==> src/rtl/tpose_pkg.sv <==
package tpose_pkg;
  typedef enum logic {
    PH_FILL  = 1'b0,
    PH_DRAIN = 1'b1
  } phase_t;

  function automatic int idx_w(input int n);
    return (n > 1) ? $clog2(n) : 1;
  endfunction
endpackage

==> src/rtl/tpose_ctrl.sv <==
module tpose_ctrl
  import tpose_pkg::*;
#(
  parameter int N = 4
) (
  input  logic                  clk,
  input  logic                  rst_n,
  input  logic                  col_valid,
  input  logic                  rd_req,
  output logic [N-1:0]          col_en,
  output logic                  rd_fire,
  output logic [idx_w(N)-1:0]   rd_row,
  output logic                  full
);
  localparam int IW = idx_w(N);
  localparam logic [IW-1:0] LAST = IW'(N - 1);

  phase_t        phase;
  logic [IW-1:0] wcnt;
  logic [IW-1:0] rcnt;
  logic          wr_fire;

  assign full    = (phase == PH_DRAIN);
  assign wr_fire = col_valid && (phase == PH_FILL);
  assign rd_fire = rd_req && (phase == PH_DRAIN);
  assign rd_row  = rcnt;

  for (genvar k = 0; k < N; k++) begin : g_en
    assign col_en[k] = wr_fire && (wcnt == IW'(k));
  end

  always_ff @(posedge clk or negedge rst_n) begin
    if (!rst_n) begin
      phase <= PH_FILL;
      wcnt  <= '0;
      rcnt  <= '0;
    end else begin
      if (wr_fire) begin
        if (wcnt == LAST) begin
          wcnt  <= '0;
          phase <= PH_DRAIN;
        end else begin
          wcnt <= wcnt + 1'b1;
        end
      end
      if (rd_fire) begin
        if (rcnt == LAST) begin
          rcnt  <= '0;
          phase <= PH_FILL;
        end else begin
          rcnt <= rcnt + 1'b1;
        end
      end
    end
  end


  col_en_onehot_chk: assert property (@(posedge clk) disable iff (!rst_n)
    $onehot0(col_en));


  fill_to_full_chk: assert property (@(posedge clk) disable iff (!rst_n)
    $rose(full) |-> ($past(col_valid) && $past(col_en[N-1])));


  no_read_empty_chk: assert property (@(posedge clk) disable iff (!rst_n)
    (!full && rd_req) |=> $stable(rcnt));
endmodule

==> src/rtl/tpose_array.sv <==
module tpose_array #(
  parameter int N = 4,
  parameter int W = 16
) (
  input  logic               clk,
  input  logic               rst_n,
  input  logic [N-1:0]       col_en,
  input  logic [N*W-1:0]     col_data,
  output logic [N*N*W-1:0]   cells
);
  for (genvar r = 0; r < N; r++) begin : g_row
    for (genvar c = 0; c < N; c++) begin : g_col
      always_ff @(posedge clk or negedge rst_n) begin
        if (!rst_n)
          cells[(r*N+c)*W +: W] <= '0;
        else if (col_en[c])
          cells[(r*N+c)*W +: W] <= col_data[r*W +: W];
      end
    end
  end


  hold_chk: assert property (@(posedge clk) disable iff (!rst_n)
    !(|col_en) |=> $stable(cells));
endmodule

==> src/rtl/tpose_rowmux.sv <==
module tpose_rowmux
  import tpose_pkg::*;
#(
  parameter int N = 4,
  parameter int W = 16
) (
  input  logic                 clk,
  input  logic                 rst_n,
  input  logic [N*N*W-1:0]     cells,
  input  logic                 rd_fire,
  input  logic [idx_w(N)-1:0]  rd_row,
  output logic [N*W-1:0]       row_data,
  output logic                 row_valid
);
  logic [N*W-1:0] sel;

  always_comb begin
    sel = '0;
    for (int c = 0; c < N; c++)
      sel[c*W +: W] = cells[(int'(rd_row)*N + c)*W +: W];
  end

  always_ff @(posedge clk or negedge rst_n) begin
    if (!rst_n) begin
      row_valid <= 1'b0;
      row_data  <= '0;
    end else begin
      row_valid <= rd_fire;
      if (rd_fire) row_data <= sel;
    end
  end


  row_hold_chk: assert property (@(posedge clk) disable iff (!rst_n)
    !row_valid |-> $stable(row_data) || $past(!rst_n));
endmodule

==> src/rtl/tpose_buf.sv <==
module tpose_buf
  import tpose_pkg::*;
#(
  parameter int N = 4,
  parameter int W = 16
) (
  input  logic             clk,
  input  logic             rst_n,
  input  logic [N*W-1:0]   col_data,
  input  logic             col_valid,
  output logic             col_ready,
  input  logic             rd_req,
  output logic [N*W-1:0]   row_data,
  output logic             row_valid,
  output logic             full
);
  localparam int IW = idx_w(N);

  logic [N-1:0]     col_en;
  logic             rd_fire;
  logic [IW-1:0]    rd_row;
  logic [N*N*W-1:0] cells;

  tpose_ctrl #(.N(N)) u_ctrl (
    .clk(clk), .rst_n(rst_n), .col_valid(col_valid), .rd_req(rd_req),
    .col_en(col_en), .rd_fire(rd_fire), .rd_row(rd_row), .full(full)
  );

  tpose_array #(.N(N), .W(W)) u_array (
    .clk(clk), .rst_n(rst_n), .col_en(col_en), .col_data(col_data),
    .cells(cells)
  );

  tpose_rowmux #(.N(N), .W(W)) u_mux (
    .clk(clk), .rst_n(rst_n), .cells(cells), .rd_fire(rd_fire),
    .rd_row(rd_row), .row_data(row_data), .row_valid(row_valid)
  );

  assign col_ready = !full;


  row_valid_src_chk: assert property (@(posedge clk) disable iff (!rst_n)
    row_valid |-> ($past(full) && $past(rd_req)));


  drain_release_chk: assert property (@(posedge clk) disable iff (!rst_n)
    $fell(full) |-> ($past(rd_req) && row_valid));
endmodule

==> config.mk <==
export PLATFORM = sky130hd
export DESIGN_NAME = tpose_buf
export DESIGN_NICKNAME = d
export VERILOG_FILES = /design/src/rtl/tpose_pkg.sv /design/src/rtl/tpose_ctrl.sv /design/src/rtl/tpose_array.sv /design/src/rtl/tpose_rowmux.sv /design/src/rtl/tpose_buf.sv
export SDC_FILE = /design/constraint.sdc
export NUM_CORES = 1
export LEC_CHECK = 0
export BUFFER_PORTS_ARGS = -buffer_cell sky130_fd_sc_hd__buf_4
export CAP_MARGIN = 25
export CELL_PAD_IN_SITES_DETAIL_PLACEMENT = 1
export CELL_PAD_IN_SITES_GLOBAL_PLACEMENT = 2
export CORE_UTILIZATION = 43
export DETAILED_ROUTE_END_ITERATION = 8
export HOLD_SLACK_MARGIN = 0.08
export PLACE_DENSITY = 0.85
export SYNTH_ARGS = -nofsm -noshare
export SYNTH_HDL_FRONTEND = slang
export SYNTH_HIERARCHICAL = 1
export SYNTH_SLANG_ARGS = --single-unit
==> constraint.sdc <==
create_clock -name clk -period 2 [get_ports clk]
set_input_delay 0.1 -clock clk [delete_from_list [all_inputs] [get_ports clk]]
set_output_delay 0.1 -clock clk [all_outputs]
set_load 0.005 [all_outputs]
==> flow_results.xml, run 1 <==
<?xml version="1.0" encoding="UTF-8"?>
<metrics>
  <group name="outcome">
    <metric name="run_status" unit="">finished clean</metric>
  </group>
  <group name="clock_network">
    <metric name="tritoncts" unit="">built</metric>
    <metric name="numClockSinks" unit="">326</metric>
    <metric name="cts_max_path_buffers" unit="">3</metric>
    <metric name="cts_max_level" unit="">2</metric>
    <metric name="cts.root.buffer_cell" unit="">clkbuf_16</metric>
    <metric name="cts.clk_slew.worst_paths" unit="ns">0.06</metric>
    <metric name="cts_buffers" unit="">37</metric>
    <metric name="clk-insertion-delay-late" unit="ns">0.52</metric>
  </group>
  <group name="placed_design">
    <metric name="quantity_of_i_o_buffers_inserted_on_ports" unit="">134</metric>
    <metric name="gp_congestion" unit="">0.716</metric>
    <metric name="preCtsSetupSlack" unit="ns">0.187</metric>
    <metric name="hpwlAfterDp" unit="um">21300</metric>
    <metric name="dpl_cell_area" unit="um2">16000</metric>
  </group>
  <group name="floorplanning">
    <metric name="die-height" unit="um">186</metric>
    <metric name="initial_utilization" unit="%">43.5</metric>
    <metric name="boundary_pin_count" unit="">135</metric>
    <metric name="die_w" unit="um">186</metric>
    <metric name="die-area" unit="um2">34600</metric>
    <metric name="design.core.area" unit="um2">33400</metric>
    <metric name="row_count" unit="">67</metric>
  </group>
  <group name="sta">
    <metric name="grt_setup_unrepaired" unit="">no</metric>
    <metric name="achievable-frequency" unit="MHz">551</metric>
    <metric name="final_critical_path_setup_slack" unit="ns">0.186</metric>
    <metric name="timing.max_slew.rel_slack" unit="%">68.2</metric>
    <metric name="slew_viol_final" unit="">0</metric>
    <metric name="worst_pin_slew" unit="ns">0.477</metric>
    <metric name="min_period" unit="ns">1.81</metric>
    <metric name="post_route_hold_slack" unit="ns">0.102</metric>
    <metric name="ratio_of_final_minimum_period_to_clock_period" unit="%">90.7</metric>
    <metric name="report.final.hold_viol_count" unit="">0</metric>
    <metric name="number_of_setup_violations_in_the_final_report" unit="">0</metric>
    <metric name="finalSetupTns" unit="ns">0</metric>
    <metric name="clock_skew" unit="ns">0.0253</metric>
  </group>
  <group name="synthesis">
    <metric name="netlist_top_cells_area" unit="">dfrtp_1, mux2_2, mux2i_1</metric>
    <metric name="syn_avg_cell_area" unit="um2">15.7</metric>
    <metric name="synth.ff_latch_count" unit="">326</metric>
    <metric name="synthesis_warnings" unit="">6</metric>
    <metric name="synth_area" unit="um2">14600</metric>
    <metric name="synth-seq-area-share" unit="%">56.0</metric>
    <metric name="synthCells" unit="">926</metric>
    <metric name="synthDistinctLibCells" unit="">21</metric>
    <metric name="synth_nets" unit="">999</metric>
    <metric name="synth_top_cell_area_share" unit="%">56.0</metric>
    <metric name="yosysTopAreaCell" unit="">dfrtp_1</metric>
  </group>
  <group name="run">
    <metric name="max_cap_violations" unit="">0</metric>
  </group>
  <group name="routing">
    <metric name="drt-wirelength-per-cell" unit="um">21.0</metric>
    <metric name="drtPass1Iterations" unit="">4</metric>
    <metric name="dr.first_iter.drc_count" unit="">307</metric>
    <metric name="detail_route.wirelength.met1" unit="um">15200</metric>
    <metric name="route.top_layer_used" unit="">met4</metric>
    <metric name="drt_drc_violations_left" unit="">0</metric>
    <metric name="met3_length" unit="um">999</metric>
    <metric name="wirelength" unit="um">33800</metric>
    <metric name="num_vias" unit="">8507</metric>
    <metric name="via_per_inst" unit="">5.27</metric>
    <metric name="met2_wirelength" unit="um">17100</metric>
    <metric name="drtAntennaViolNets" unit="">0</metric>
  </group>
  <group name="power_and_ir_drop">
    <metric name="power_leakage" unit="nW">7.88</metric>
    <metric name="final_power" unit="mW">28.7</metric>
    <metric name="power.density_cell_area" unit="nW/um2">1610</metric>
    <metric name="max-vdd-ir-drop" unit="mV">0.735</metric>
  </group>
  <group name="finish">
    <metric name="final_design_area_no_fill" unit="um2">17800</metric>
    <metric name="multiInputGateArea" unit="um2">5680</metric>
    <metric name="nets" unit="">1211</metric>
    <metric name="area.growth.synth_to_final" unit="%">22.5</metric>
    <metric name="layout.cells.most_common" unit="">dfrtp_1</metric>
    <metric name="post_route_cells_drive_above_1_share" unit="%">46.7</metric>
    <metric name="num-fill-cells" unit="">3177</metric>
    <metric name="seq_area" unit="um2">8160</metric>
    <metric name="most-common-layout-cells" unit="">dfrtp_1, mux2_2, buf_4</metric>
  </group>
  <group name="worst_hold_path">
    <metric name="min_path_type" unit="">in -&gt; async</metric>
  </group>
  <group name="critical_path">
    <metric name="crit_path_max_fanout" unit="">17</metric>
    <metric name="crit_path_max_incr_delay" unit="ns">0.48</metric>
    <metric name="critPathLaunchType" unit="">register</metric>
    <metric name="timing.critical_path.cells" unit="">nor2b_2 &gt; and2_4 &gt; buf_12 &gt; mux2_2</metric>
    <metric name="timing.critical_path.slowest_stage_cell" unit="">dfrtp_1</metric>
    <metric name="critPathArrivalTime" unit="ns">2.19</metric>
    <metric name="required_time_of_the_worst_setup_path" unit="ns">2.38</metric>
    <metric name="end_kind" unit="">register</metric>
    <metric name="setup.worst_path.class" unit="">reg -&gt; reg</metric>
  </group>
  <group name="global_routing">
    <metric name="global_route.usage.total" unit="%">20.3</metric>
    <metric name="antenna_found_initial" unit="">1</metric>
    <metric name="grt_first_pass_wirelength" unit="um">53900</metric>
    <metric name="via_count_of_the_first_global_routing_pass" unit="">9447</metric>
    <metric name="grt-ovfl-total" unit="">0</metric>
    <metric name="grt_start_max_net_pins" unit="">69</metric>
  </group>
</metrics>
## cell usage after synthesis
| cell type | number |
|---|---|
| nor2_1 | 3 |
| and2_1 | 3 |
| a31oi_1 | 1 |
| ha_1 | 5 |
| o221ai_2 | 56 |
| mux2_2 | 258 |
| clkbuf_8 | 24 |
| clkbuf_1 | 6 |
| nand2_1 | 3 |
| inv_1 | 4 |
| dfrtp_1 | 326 |
| nand2b_1 | 65 |
| o221ai_1 | 8 |
| buf_6 | 5 |
| buf_12 | 13 |
| mux2_1 | 2 |
| a21oi_1 | 1 |
| mux2i_1 | 128 |
| clkbuf_2 | 1 |
| buf_2 | 13 |
| nor2b_2 | 1 |
## state kept, by name (all words and copies together), names as in the netlist
| name | flops |
|---|---|
| u_mux/row_data | 64 |
| u_ctrl/rd_row | 2 |
| u_array/cells | 256 |
| u_mux/row_valid | 1 |
| u_ctrl/full | 1 |
| u_ctrl/wcnt | 2 |
## layer usage
metal  track usage [%]  up-vias
met3              2.90       41
met5                 0        -
li1                  -     3819
met4              4.92        0
met2              34.2      142
met1              27.5     4505
## kinds of logic after synthesis
family	after synthesis	synth area share, %
DFF	326	56.0
muxes	388	28.9
buffers and inverters	66	5.18
and+or+nand+nor	75	3.14
adders and majority gates	5	0.430
AOI/OAI and AO/OA	66	6.33
## per-stage QoR
| stage | cells | utilization, % |
|---|---|---|
| floorplan | 926 | - |
| global placement | 1480 | 47.7 |
| detailed placement | 1480 | 47.7 |
| CTS | 1614 | 53.3 |
| global route | 1614 | 53.3 |
| finish | 1615 | 53.3 |
## power by group
group / switching, mW / leakage, nW / total (mW) / internal, mW
logic: 4.50 / 3.32 / 10.3 / 5.75
clock network: 2.65 / 0.585 / 6.62 / 3.98
registers: 1.93 / 3.97 / 11.8 / 9.86
total: 9.08 / 7.88 / 28.7 / 19.6
## critical path: cells and delay by family (launching register included)
kind / cells / cell delay, ns
and+or+nand+nor: 2 / 0.65
muxes: 1 / 0.35
buffers and inverters: 1 / 0.21
DFF: 1 / 0.48
## path summary, 6_finish.rpt
| check | startpoint | to | slack (ns) | cells past startpoint |
|---|---|---|---|---|
| setup reg to reg | u_ctrl/full$_DFF_PN0_ | u_array/cells[160]$_DFFE_PN0P_ | 0.19 | 4 |
| max in group asynchronous | rst_n | u_mux/row_data[61]$_DFFE_PN0P_ | 1.20 | 3 |
| min in group clk | col_valid | u_ctrl/wcnt[1]$_DFFE_PN0N_ | 0.15 | 3 |
| hold / removal | rst_n | u_array/cells[177]$_DFFE_PN0P_ | 0.10 | 2 |
| hold reg to reg | u_mux/row_data[21]$_DFFE_PN0P_ | u_mux/row_data[21]$_DFFE_PN0P_ | 0.50 | 2 |
| setup / recovery | u_ctrl/full$_DFF_PN0_ | u_array/cells[160]$_DFFE_PN0P_ | 0.19 | 4 |
## layout make-up
class                           count  share of cell area [%]
Antenna cell                        1                  0.0140
Clock inverter                      7                   0.414
Tap cell                          448                    3.14
Clock buffer                       60                    6.30
Timing Repair Buffer              235                    12.4
Sequential cell                   326                    45.8
Multi-Input combinational cell    534                    31.9
Inverter                            4                  0.0842
## repair_timing
action	in CTS	in global routing
endpoints found under the hold margin	585	0
hold buffers	67	0
resized for setup	0	0
buffers inserted	0	0
No activity file was read; power rests on OpenSTA's default activity.
==> inputs of run 2 (changes only) <==
--- a/config.mk
+++ b/config.mk
@@ -9,11 +9,10 @@
 export CAP_MARGIN = 25
 export CELL_PAD_IN_SITES_DETAIL_PLACEMENT = 1
 export CELL_PAD_IN_SITES_GLOBAL_PLACEMENT = 2
-export CORE_UTILIZATION = 43
+export CORE_UTILIZATION = 44
 export DETAILED_ROUTE_END_ITERATION = 8
 export HOLD_SLACK_MARGIN = 0.08
 export PLACE_DENSITY = 0.85
 export SYNTH_ARGS = -nofsm -noshare
 export SYNTH_HDL_FRONTEND = slang
-export SYNTH_HIERARCHICAL = 1
 export SYNTH_SLANG_ARGS = --single-unit
==> flow_results.xml, run 2 <==
<?xml version="1.0" encoding="UTF-8"?>
<metrics>
  <group name="finish">
    <metric name="top_register" unit="">u_array.cells</metric>
    <metric name="post_route_cells_drive_above_1_share" unit="%">59.6</metric>
    <metric name="area.growth.synth_to_final" unit="%">25.9</metric>
    <metric name="nets" unit="">1067</metric>
    <metric name="final_design_area_no_fill" unit="um2">17200</metric>
    <metric name="num-fill-cells" unit="">2797</metric>
    <metric name="reg.largest.list" unit="">u_array.cells (256), u_mux.row_data (64)</metric>
    <metric name="most-common-layout-cells" unit="">mux2_2, dfrtp_1, buf_4</metric>
    <metric name="number_of_flip_flops_in_the_largest_register" unit="">256</metric>
    <metric name="antenna_cells_inserted" unit="">0</metric>
  </group>
  <group name="critical_path">
    <metric name="critPathLaunchType" unit="">register</metric>
    <metric name="crit_path_start" unit="">u_ctrl.wcnt[0]$_DFFE_PN0N_</metric>
    <metric name="end_kind" unit="">register</metric>
    <metric name="worst_r2r_startpoint" unit="">u_ctrl.wcnt[0]$_DFFE_PN0N_</metric>
    <metric name="required_time_of_the_worst_setup_path" unit="ns">2.40</metric>
    <metric name="critPathArrivalTime" unit="ns">2.18</metric>
    <metric name="setup.worst_path.class" unit="">reg -&gt; reg</metric>
    <metric name="crit_path_max_fanout" unit="">24</metric>
  </group>
  <group name="floorplanning">
    <metric name="die-height" unit="um">178</metric>
    <metric name="row_count" unit="">64</metric>
    <metric name="boundary_pin_count" unit="">135</metric>
    <metric name="initial_utilization" unit="%">44.6</metric>
    <metric name="die-area" unit="um2">31700</metric>
    <metric name="design.core.area" unit="um2">30600</metric>
    <metric name="die_w" unit="um">178</metric>
  </group>
  <group name="sta">
    <metric name="worst_pin_slew" unit="ns">0.463</metric>
    <metric name="clock_skew" unit="ns">0.0142</metric>
    <metric name="final_critical_path_setup_slack" unit="ns">0.223</metric>
    <metric name="timing.max_slew.rel_slack" unit="%">69.1</metric>
    <metric name="min_period" unit="ns">1.78</metric>
    <metric name="ratio_of_final_minimum_period_to_clock_period" unit="%">88.9</metric>
    <metric name="report.final.hold_viol_count" unit="">0</metric>
    <metric name="grt_setup_unrepaired" unit="">no</metric>
    <metric name="finalSetupTns" unit="ns">0</metric>
    <metric name="slew_viol_final" unit="">0</metric>
    <metric name="number_of_setup_violations_in_the_final_report" unit="">0</metric>
    <metric name="post_route_hold_slack" unit="ns">0.0945</metric>
    <metric name="achievable-frequency" unit="MHz">563</metric>
  </group>
  <group name="run">
    <metric name="max_cap_violations" unit="">0</metric>
  </group>
  <group name="synthesis">
    <metric name="synth_top_family_by_area" unit="">multiplexers</metric>
    <metric name="synth.top_cells.by_count" unit="">dfrtp_1, mux2_2, mux4_2</metric>
    <metric name="synthDistinctLibCells" unit="">15</metric>
    <metric name="async_reset_ff_share" unit="%">100</metric>
    <metric name="yosysMostFrequentCell" unit="">dfrtp_1</metric>
    <metric name="synth_area" unit="um2">13700</metric>
    <metric name="synthCells" unit="">781</metric>
    <metric name="synth_edf_count" unit="">0</metric>
    <metric name="yosysTopAreaCell" unit="">dfrtp_1</metric>
    <metric name="ys_dominant_reg_cell" unit="">dfrtp_1</metric>
    <metric name="synth-adder-area-share" unit="%">0.458</metric>
    <metric name="synthesis_warnings" unit="">0</metric>
    <metric name="synth.ff_latch_count" unit="">326</metric>
    <metric name="synth.area.mux_share" unit="%">37.3</metric>
    <metric name="synth_compound_area_share" unit="%">0.0550</metric>
    <metric name="synth_xor_area_share" unit="%">0</metric>
    <metric name="synth-seq-area-share" unit="%">59.7</metric>
    <metric name="syn_avg_cell_area" unit="um2">17.5</metric>
    <metric name="synth_simple_gate_area_share" unit="%">0.366</metric>
    <metric name="synth_nets" unit="">854</metric>
    <metric name="netlist_top_cells_area" unit="">dfrtp_1, mux2_2, mux4_2</metric>
    <metric name="synth_top_cell_area_share" unit="%">59.7</metric>
  </group>
  <group name="placed_design">
    <metric name="hpwlAfterDp" unit="um">18700</metric>
    <metric name="gp_congestion" unit="">0.733</metric>
    <metric name="dpl_cell_area" unit="um2">15300</metric>
    <metric name="quantity_of_i_o_buffers_inserted_on_ports" unit="">134</metric>
    <metric name="preCtsSetupSlack" unit="ns">0.220</metric>
  </group>
  <group name="routing">
    <metric name="drt-wirelength-per-cell" unit="um">21.1</metric>
    <metric name="num_vias" unit="">7552</metric>
    <metric name="drt_drc_violations_left" unit="">0</metric>
    <metric name="drtPass1Iterations" unit="">4</metric>
    <metric name="drtAntennaViolNets" unit="">0</metric>
    <metric name="via_per_inst" unit="">5.34</metric>
    <metric name="dr.first_iter.drc_count" unit="">275</metric>
    <metric name="wirelength" unit="um">29900</metric>
  </group>
  <group name="clock_network">
    <metric name="ctsResizeCount" unit="">0</metric>
    <metric name="clk-insertion-delay-late" unit="ns">0.51</metric>
    <metric name="cts.root.buffer_cell" unit="">clkbuf_16</metric>
    <metric name="cts_buffers" unit="">36</metric>
    <metric name="cts.clk_slew.worst_paths" unit="ns">0.06</metric>
    <metric name="numClockSinks" unit="">326</metric>
    <metric name="cts_max_level" unit="">2</metric>
    <metric name="tritoncts" unit="">built</metric>
    <metric name="cts_max_path_buffers" unit="">3</metric>
  </group>
  <group name="global_routing">
    <metric name="antenna_found_initial" unit="">0</metric>
    <metric name="global_route.usage.total" unit="%">20.1</metric>
    <metric name="via_count_of_the_first_global_routing_pass" unit="">8698</metric>
    <metric name="grt_start_max_net_pins" unit="">65</metric>
    <metric name="grt-ovfl-total" unit="">0</metric>
    <metric name="grt_first_pass_wirelength" unit="um">49200</metric>
  </group>
  <group name="worst_hold_path">
    <metric name="min_path_type" unit="">in -&gt; async</metric>
  </group>
  <group name="power_and_ir_drop">
    <metric name="power.density_cell_area" unit="nW/um2">1670</metric>
    <metric name="power_leakage" unit="nW">7.56</metric>
    <metric name="max-vdd-ir-drop" unit="mV">0.760</metric>
    <metric name="final_power" unit="mW">28.7</metric>
  </group>
  <group name="outcome">
    <metric name="run_status" unit="">finished clean</metric>
  </group>
</metrics>
## run 2: routing by layer
| layer | GRT usage [%] | up-vias | part of all wire [%] |
|---|---|---|---|
| li1 | - | 3316 | - |
| met1 | 26.1 | 4052 | 43 |
| met2 | 35.3 | 144 | 52 |
| met3 | 3.26 | 40 | 3.4 |
| met4 | 4.94 | 0 | 1.6 |
| met5 | 0 | - | 0 |
## run 2: path summary, 6_finish.rpt
kind / endpoint / slack [ns] / cells after the start
worst max-delay path: u_array.cells[69]$_DFFE_PN0P_ / 0.22 / 5
worst min-delay path: u_array.cells[70]$_DFFE_PN0P_ / 0.09 / 2
worst max register to register: u_array.cells[69]$_DFFE_PN0P_ / 0.22 / 5
worst min register to register: u_array.cells[246]$_DFFE_PN0P_ / 0.50 / 1
max in group asynchronous: u_array.cells[61]$_DFFE_PN0P_ / 1.12 / 4
min in group clk: u_ctrl.wcnt[1]$_DFFE_PN0N_ / 0.12 / 3
## run 2: timing repair
action / CTS / global route
hold buffers: 65 / 0
hold endpoints to repair: 553 / 0
endpoints found under the setup margin: 0 / 0
buffers inserted: 0 / 0
## run 2: where the power goes
part           internal [mW]  total, mW  switching (mW)
clock                   4.13       6.76            2.63
combinational           6.61       10.0            3.42
sequential              10.0       11.9            1.86
## run 2: layout make-up
class	instances	area [um2]	share of cell area (%)
flip-flops and latches	326	8160	47.5
multi-input cells	402	5210	30.3
repair buffers	225	2110	12.3
clock buffers	50	1030	6.02
well taps	396	495	2.88
clock inverters	13	173	1.00
inverters	3	11.3	0.0655
## run 2: critical path, stage by stage (launching register included)
cell and delay (ns):
dfrtp_1 0.41, inv_1 0.08, ha_1 0.20, nand3b_1 0.35, buf_12 0.25, mux2_2 0.35
## run 2: cell families after synthesis
| kind of cell | after synthesis |
|---|---|
| mux | 388 |
| flops | 326 |
| buf+inv | 53 |
| simple gates | 8 |
| fa+ha+maj | 5 |
| compound gates | 1 |
## run 2: through the flow
step	instances	util (%)
6_report	1415	56.2
5_1_grt	1415	56.2
4_1_cts	1415	56.2
3_5_place_dp	1287	50.2
3_3_place_gp	1287	50.2
2_1_floorplan	781	-
